==> src/rtl/bspi_pkg.sv <==
package bspi_pkg;
    typedef enum logic [1:0] {
        ST_IDLE  = 2'd0,
        ST_SHIFT = 2'd1,
        ST_WAIT  = 2'd2,
        ST_CLOSE = 2'd3
    } tx_state_e;
endpackage

==> src/rtl/bspi_sck_gen.sv <==
module bspi_sck_gen #(
    parameter int SCK_DIV = 2
) (
    input  logic clk,
    input  logic rst_n,
    input  logic restart,
    input  logic run,
    output logic sck,
    output logic fall_tick
);
    localparam int CW = (SCK_DIV > 1) ? $clog2(SCK_DIV) : 1;
    localparam logic [CW-1:0] LAST = CW'(SCK_DIV - 1);

    logic [CW-1:0] cnt;
    logic          half_end;

    assign half_end  = run && (cnt == LAST);
    assign fall_tick = half_end && sck;

    always_ff @(posedge clk or negedge rst_n) begin
        if (!rst_n) begin
            cnt <= '0;
            sck <= 1'b0;
        end else if (restart) begin
            cnt <= '0;
            sck <= 1'b0;
        end else if (half_end) begin
            cnt <= '0;
            sck <= ~sck;
        end else if (run) begin
            cnt <= cnt + 1'b1;
        end
    end
endmodule

==> src/rtl/bspi_shifter.sv <==
module bspi_shifter #(
    parameter int PW = 16
) (
    input  logic          clk,
    input  logic          rst_n,
    input  logic          load,
    input  logic [PW-1:0] din,
    input  logic          shift,
    output logic          msb,
    output logic          last_bit
);
    localparam int BW = $clog2(PW);

    logic [PW-1:0] shreg;
    logic [BW-1:0] bcnt;

    assign msb      = shreg[PW-1];
    assign last_bit = (bcnt == BW'(PW - 1));

    always_ff @(posedge clk or negedge rst_n) begin
        if (!rst_n) begin
            shreg <= '0;
            bcnt  <= '0;
        end else if (load) begin
            shreg <= din;
            bcnt  <= '0;
        end else if (shift && !last_bit) begin
            shreg <= {shreg[PW-2:0], 1'b0};
            bcnt  <= bcnt + 1'b1;
        end
    end
endmodule

==> src/rtl/bspi_band_count.sv <==
module bspi_band_count #(
    parameter int H_RES     = 240,
    parameter int V_RES     = 320,
    parameter int BAND_ROWS = 64
) (
    input  logic clk,
    input  logic rst_n,
    input  logic px_done,
    output logic band_last,
    output logic frame_last
);
    localparam int CW = $clog2((H_RES > 1) ? H_RES : 2);
    localparam int RW = $clog2((V_RES > 1) ? V_RES : 2);
    localparam int BW = $clog2((BAND_ROWS > 1) ? BAND_ROWS : 2);

    logic [CW-1:0] col;
    logic [RW-1:0] row;
    logic [BW-1:0] rib;
    logic          row_end;

    assign row_end    = (col == CW'(H_RES - 1));
    assign frame_last = row_end && (row == RW'(V_RES - 1));
    assign band_last  = row_end && ((rib == BW'(BAND_ROWS - 1)) || (row == RW'(V_RES - 1)));

    always_ff @(posedge clk or negedge rst_n) begin
        if (!rst_n) begin
            col <= '0;
            row <= '0;
            rib <= '0;
        end else if (px_done) begin
            if (row_end) begin
                col <= '0;
                row <= frame_last ? '0 : row + 1'b1;
                rib <= band_last  ? '0 : rib + 1'b1;
            end else begin
                col <= col + 1'b1;
            end
        end
    end
endmodule

==> src/rtl/banded_spi_tx.sv <==
module banded_spi_tx
    import bspi_pkg::*;
#(
    parameter int H_RES     = 240,
    parameter int V_RES     = 320,
    parameter int BAND_ROWS = 64,
    parameter int SCK_DIV   = 1,
    parameter int PIX_W     = 16
) (
    input  logic             clk,
    input  logic             rst_n,
    input  logic             s_valid,
    input  logic [PIX_W-1:0] s_data,
    output logic             s_ready,
    input  logic             bypass_en,
    input  logic             host_sck,
    input  logic             host_mosi,
    input  logic             host_cs_n,
    input  logic             host_dc,
    output logic             lcd_sck,
    output logic             lcd_mosi,
    output logic             lcd_cs_n,
    output logic             lcd_dc,
    output logic             band_done,
    output logic             frame_done
);
    tx_state_e state, state_nx;

    logic accept, run, fall_tick, last_bit, px_fin;
    logic band_last, frame_last, frame_end_r;
    logic eng_sck, eng_mosi, eng_cs_n;

    // stream side
    assign s_ready = !bypass_en && ((state == ST_IDLE) || (state == ST_WAIT));
    assign accept  = s_valid && s_ready;
    assign run     = (state == ST_SHIFT) && !bypass_en;
    assign px_fin  = fall_tick && last_bit;

    bspi_sck_gen #(.SCK_DIV(SCK_DIV)) u_sck (
        .clk       (clk),
        .rst_n     (rst_n),
        .restart   (accept),
        .run       (run),
        .sck       (eng_sck),
        .fall_tick (fall_tick)
    );

    bspi_shifter #(.PW(PIX_W)) u_shift (
        .clk      (clk),
        .rst_n    (rst_n),
        .load     (accept),
        .din      (s_data),
        .shift    (fall_tick),
        .msb      (eng_mosi),
        .last_bit (last_bit)
    );

    bspi_band_count #(.H_RES(H_RES), .V_RES(V_RES), .BAND_ROWS(BAND_ROWS)) u_cnt (
        .clk        (clk),
        .rst_n      (rst_n),
        .px_done    (px_fin),
        .band_last  (band_last),
        .frame_last (frame_last)
    );

    // state register
    always_ff @(posedge clk or negedge rst_n) begin
        if (!rst_n) begin
            state       <= ST_IDLE;
            frame_end_r <= 1'b0;
        end else begin
            state <= state_nx;
            if (px_fin)
                frame_end_r <= frame_last;
        end
    end

    // transitions
    always_comb begin
        state_nx = state;
        unique case (state)
            ST_IDLE:  if (accept) state_nx = ST_SHIFT;
            ST_SHIFT: if (px_fin) state_nx = band_last ? ST_CLOSE : ST_WAIT;
            ST_WAIT:  if (accept) state_nx = ST_SHIFT;
            ST_CLOSE: state_nx = ST_IDLE;
            default:  state_nx = ST_IDLE;
        endcase
    end

    // outputs
    always_comb begin
        eng_cs_n   = 1'b1;
        band_done  = 1'b0;
        frame_done = 1'b0;
        unique case (state)
            ST_IDLE:  eng_cs_n = 1'b1;
            ST_SHIFT: eng_cs_n = 1'b0;
            ST_WAIT:  eng_cs_n = 1'b0;
            ST_CLOSE: begin
                eng_cs_n   = 1'b1;
                band_done  = 1'b1;
                frame_done = frame_end_r;
            end
            default:  eng_cs_n = 1'b1;
        endcase
    end

    // pin multiplexer
    assign lcd_sck  = bypass_en ? host_sck  : eng_sck;
    assign lcd_mosi = bypass_en ? host_mosi : eng_mosi;
    assign lcd_cs_n = bypass_en ? host_cs_n : eng_cs_n;
    assign lcd_dc   = bypass_en ? host_dc   : 1'b1;
endmodule

==> config.mk <==
export PLATFORM = sky130hd
export DESIGN_NAME = banded_spi_tx
export DESIGN_NICKNAME = d
export VERILOG_FILES = /design/src/rtl/bspi_pkg.sv /design/src/rtl/bspi_sck_gen.sv /design/src/rtl/bspi_shifter.sv /design/src/rtl/bspi_band_count.sv /design/src/rtl/banded_spi_tx.sv
export SDC_FILE = /design/constraint.sdc
export NUM_CORES = 1
export LEC_CHECK = 0
export BUFFER_PORTS_ARGS = -buffer_cell sky130_fd_sc_hd__buf_2
export CORE_UTILIZATION = 40
export DETAILED_ROUTE_END_ITERATION = 6
export SLEW_MARGIN = 20
export SYNTH_ARGS = -nofsm -noshare
export SYNTH_HDL_FRONTEND = slang
export SYNTH_SLANG_ARGS = --single-unit
==> constraint.sdc <==
create_clock -name clk -period 2.3 [get_ports clk]
set_input_delay 0 -clock clk [delete_from_list [all_inputs] [get_ports clk]]
set_output_delay 0 -clock clk [all_outputs]
set_load 0.01 [all_outputs]
==> out/qor.yml <==
outcome: "finished clean"
overflow: 0
htree_levels: 2
dp_hpwl_mm: 3.14
leakage_nw: 1.48
cts_setup_buffers: 0
port_buffers: 30
synth.largest_area_cell: "dfrtp_1"
vias: 1894
cts_tree: "done"
syn_inst: 248
grt_max_degree: 49
cpMaxStageDelayCell: "and4_1"
wl_per_cell_um: 12.5
final_nets: 330
crit_path_max_fanout: 15
cpPeakStageDelay_ns: 0.53
detail-route-antenna-nets: 0
post-synth-top-area-fraction: 0.480
final_max_slew_viol_count: 0
power.density_nw_per_um2: 767
wirelength_mm: 4.67
viasPerCell: 5.08
clockRootBuffer: "clkbuf_8"
worstPathCellList: "inv_1 > ha_1 > and4bb_1 > and4_1 > o21ai_0 > a21o_1"
n_antenna_cell: 0
synth_seq_cells: 48
drt-initial-drc-count: 55
cts_hold_buf: 17
fp.dieH_um: 81.1
crit_required_ns: 2.50
synth_area_leaders: "dfrtp_1 48%, mux2i_1 6.4%, nand2_1 5.2%, o21ai_0 4.8%, ha_1 4.5%"
hp-class: "in2reg"
synth_cell_types: 43
area_growth_pct: 20.3
clk_latency_ns: 0.30
numCtsBuffers: 5
yosysSeqAreaShare: 0.480
slew_headroom: 0.599
clock_skew_ns: 0.00990
grt_pass1_wl_mm: 8.41
initial_core_util: 0.418
maxCapViolations: 0
ios: 31
avgSynthCellArea_um2: 10.1
worst_setup_path_start_kind: "register"
clk_pin_slew_worst_paths_ns: 0.09
drt_first_pass_iters: 4
grt_pass1_vias: 1885
gpl.final_weighted_congestion: 0.755
place_inst: 348
drc: 0
rsz0062_at_grt: "no"
die_width_um: 81.1
tightest_slew_ns: 0.602
cp_data_arrival_time_ns: 2.28
synth_nets: 281
fmax_ghz: 0.479
syn_area_um2: 2500
finalCriticalPeriod_ns: 2.09
cp-end-kind: "register"
die_area_um2: 6580
drive_gt1_frac: 0.178
fin_tns_setup_ns: 0
synth-warning-count: 0
critical_path_class: "reg2reg"
clk_path_buf_depth: 2
hold_viol: 0
setup_viol: 0
cts_resized: 0
fin_crit_sh: 0.907
rows: 28
ir_worst_vdd_mv: 0.458
core_area_um2: 5990
fin_cells: 373
cts.sinks: 48
grt_usage: 0.167
antenna_found_initial: 0
n_fill_cell: 543
==> power by group <==
part / total [W] / switching [W] / internal, W
Combinational: 0.000587 / 0.000302 / 0.000285
Sequential: 0.00113 / 0.000111 / 0.00102
Clock: 0.000598 / 0.000276 / 0.000323
Total: 0.00231 / 0.000689 / 0.00162
==> final timing paths <==
path                                    startpoint                        to  slack [ns]  cells past startpoint
max                           state[1]$_DFFE_PN0P_  u_cnt.rib[2]$_DFFE_PN0P_        0.21                      6
min reg2reg                frame_end_r$_DFFE_PN0P_   frame_end_r$_DFFE_PN0P_        0.49                      2
min in group asynchronous                    rst_n     u_sck.cnt$_DFFE_PN0P_        0.32                      3
max in group asynchronous                    rst_n  u_cnt.row[0]$_DFFE_PN0P_        1.57                      3
min                                        s_valid      state[0]$_DFFE_PN0P_        0.16                      4
max reg2reg                   state[1]$_DFFE_PN0P_  u_cnt.rib[2]$_DFFE_PN0P_        0.21                      6
==> cell usage after synthesis (all sizes together) <==
cell type  number
and3            4
a2111oi         1
mux2i          16
nor4            3
a22o            3
nor3b           2
dfrtp          48
xnor2           9
nand3          10
nor2           18
nand2          36
and2            3
clkbuf          2
a21oi           5
nand4bb         1
or4             1
a21o            2
o31ai           2
a31oi           1
xor2            2
nor4b           1
a2bb2oi         2
o211ai          1
mux2            6
a221o           1
and4bb          1
o41a            1
and3b           1
o21ai          24
nand2b          3
o22ai           1
nor3            6
o21a            1
nand4           6
ha              9
inv             5
and4            2
buf             8
==> registers in the layout (all words and copies together), names as in the netlist <==
signal	flops
u_sck.cnt	1
u_shift.bcnt	4
u_cnt.rib	6
state	2
frame_end_r	1
u_cnt.col	8
u_cnt.row	9
u_shift.shreg	16
u_sck.sck	1
==> cell families after synthesis <==
| group | synth area share |
|---|---|
| and+or+nand+nor | 0.206 |
| DFF | 0.480 |
| adders and majority gates | 0.0450 |
| AOI/OAI and AO/OA | 0.110 |
| buffers and inverters | 0.0295 |
| xor gates and xnor gates | 0.0385 |
| muxes | 0.0909 |
==> critical path, delay by kind of cell, from the launching register on <==
| kind | cells | cell delay, ns |
|---|---|---|
| and+or+nand+nor | 2 | 0.81 |
| buffers and inverters | 1 | 0.12 |
| DFF | 1 | 0.42 |
| adders and majority gates | 1 | 0.24 |
| AOI/OAI and AO/OA | 2 | 0.38 |
==> area by class of cell <==
cell class / count / area (µm²) / area share
repair buffers: 52 / 358 / 0.119
multi-input cells: 185 / 1230 / 0.410
inverters: 5 / 18.8 / 0.00623
flip-flops and latches: 48 / 1200 / 0.399
clock buffers: 6 / 72.6 / 0.0241
well taps: 75 / 93.8 / 0.0311
clock inverters: 2 / 35.0 / 0.0116
==> per-layer routing <==
layer	vias to the layer above	GRT usage	wire, µm
li1	978	-	-
met1	879	0.210	2360
met2	29	0.274	2080
met3	8	0.0371	141
met4	0	0.0714	81
met5	-	0	0
==> layout by cell type (no fill, tap or decap), types with 6 or more instances in the layout <==
cell type | netlist | routed
dfrtp_1 | 48 | 48
nand2_1 | 35 | 35
buf_2 | 5 | 30
o21ai_0 | 24 | 24
nor2_1 | 18 | 18
dlygate4sd3_1 | 0 | 17
mux2i_1 | 16 | 16
nand3_1 | 10 | 10
xnor2_1 | 9 | 9
ha_1 | 9 | 9
mux2_2 | 6 | 6
==> stage by stage <==
stage	setup slack, ns	utilization	instance area [µm²]	hold WS [ns]	power, W
2_1_floorplan	0.478	-	2500	-0.296	0.00155
3_3_place_gp	0.328	0.457	2740	0.141	0.00170
3_5_place_dp	0.266	0.457	2740	0.142	0.00172
4_1_cts	0.237	0.503	3010	0.135	0.00234
5_1_grt	0.0304	0.503	3010	0.173	0.00248
6_report	0.213	0.503	3010	0.161	0.00231
Note: power is estimated with default switching activity, not from simulation.
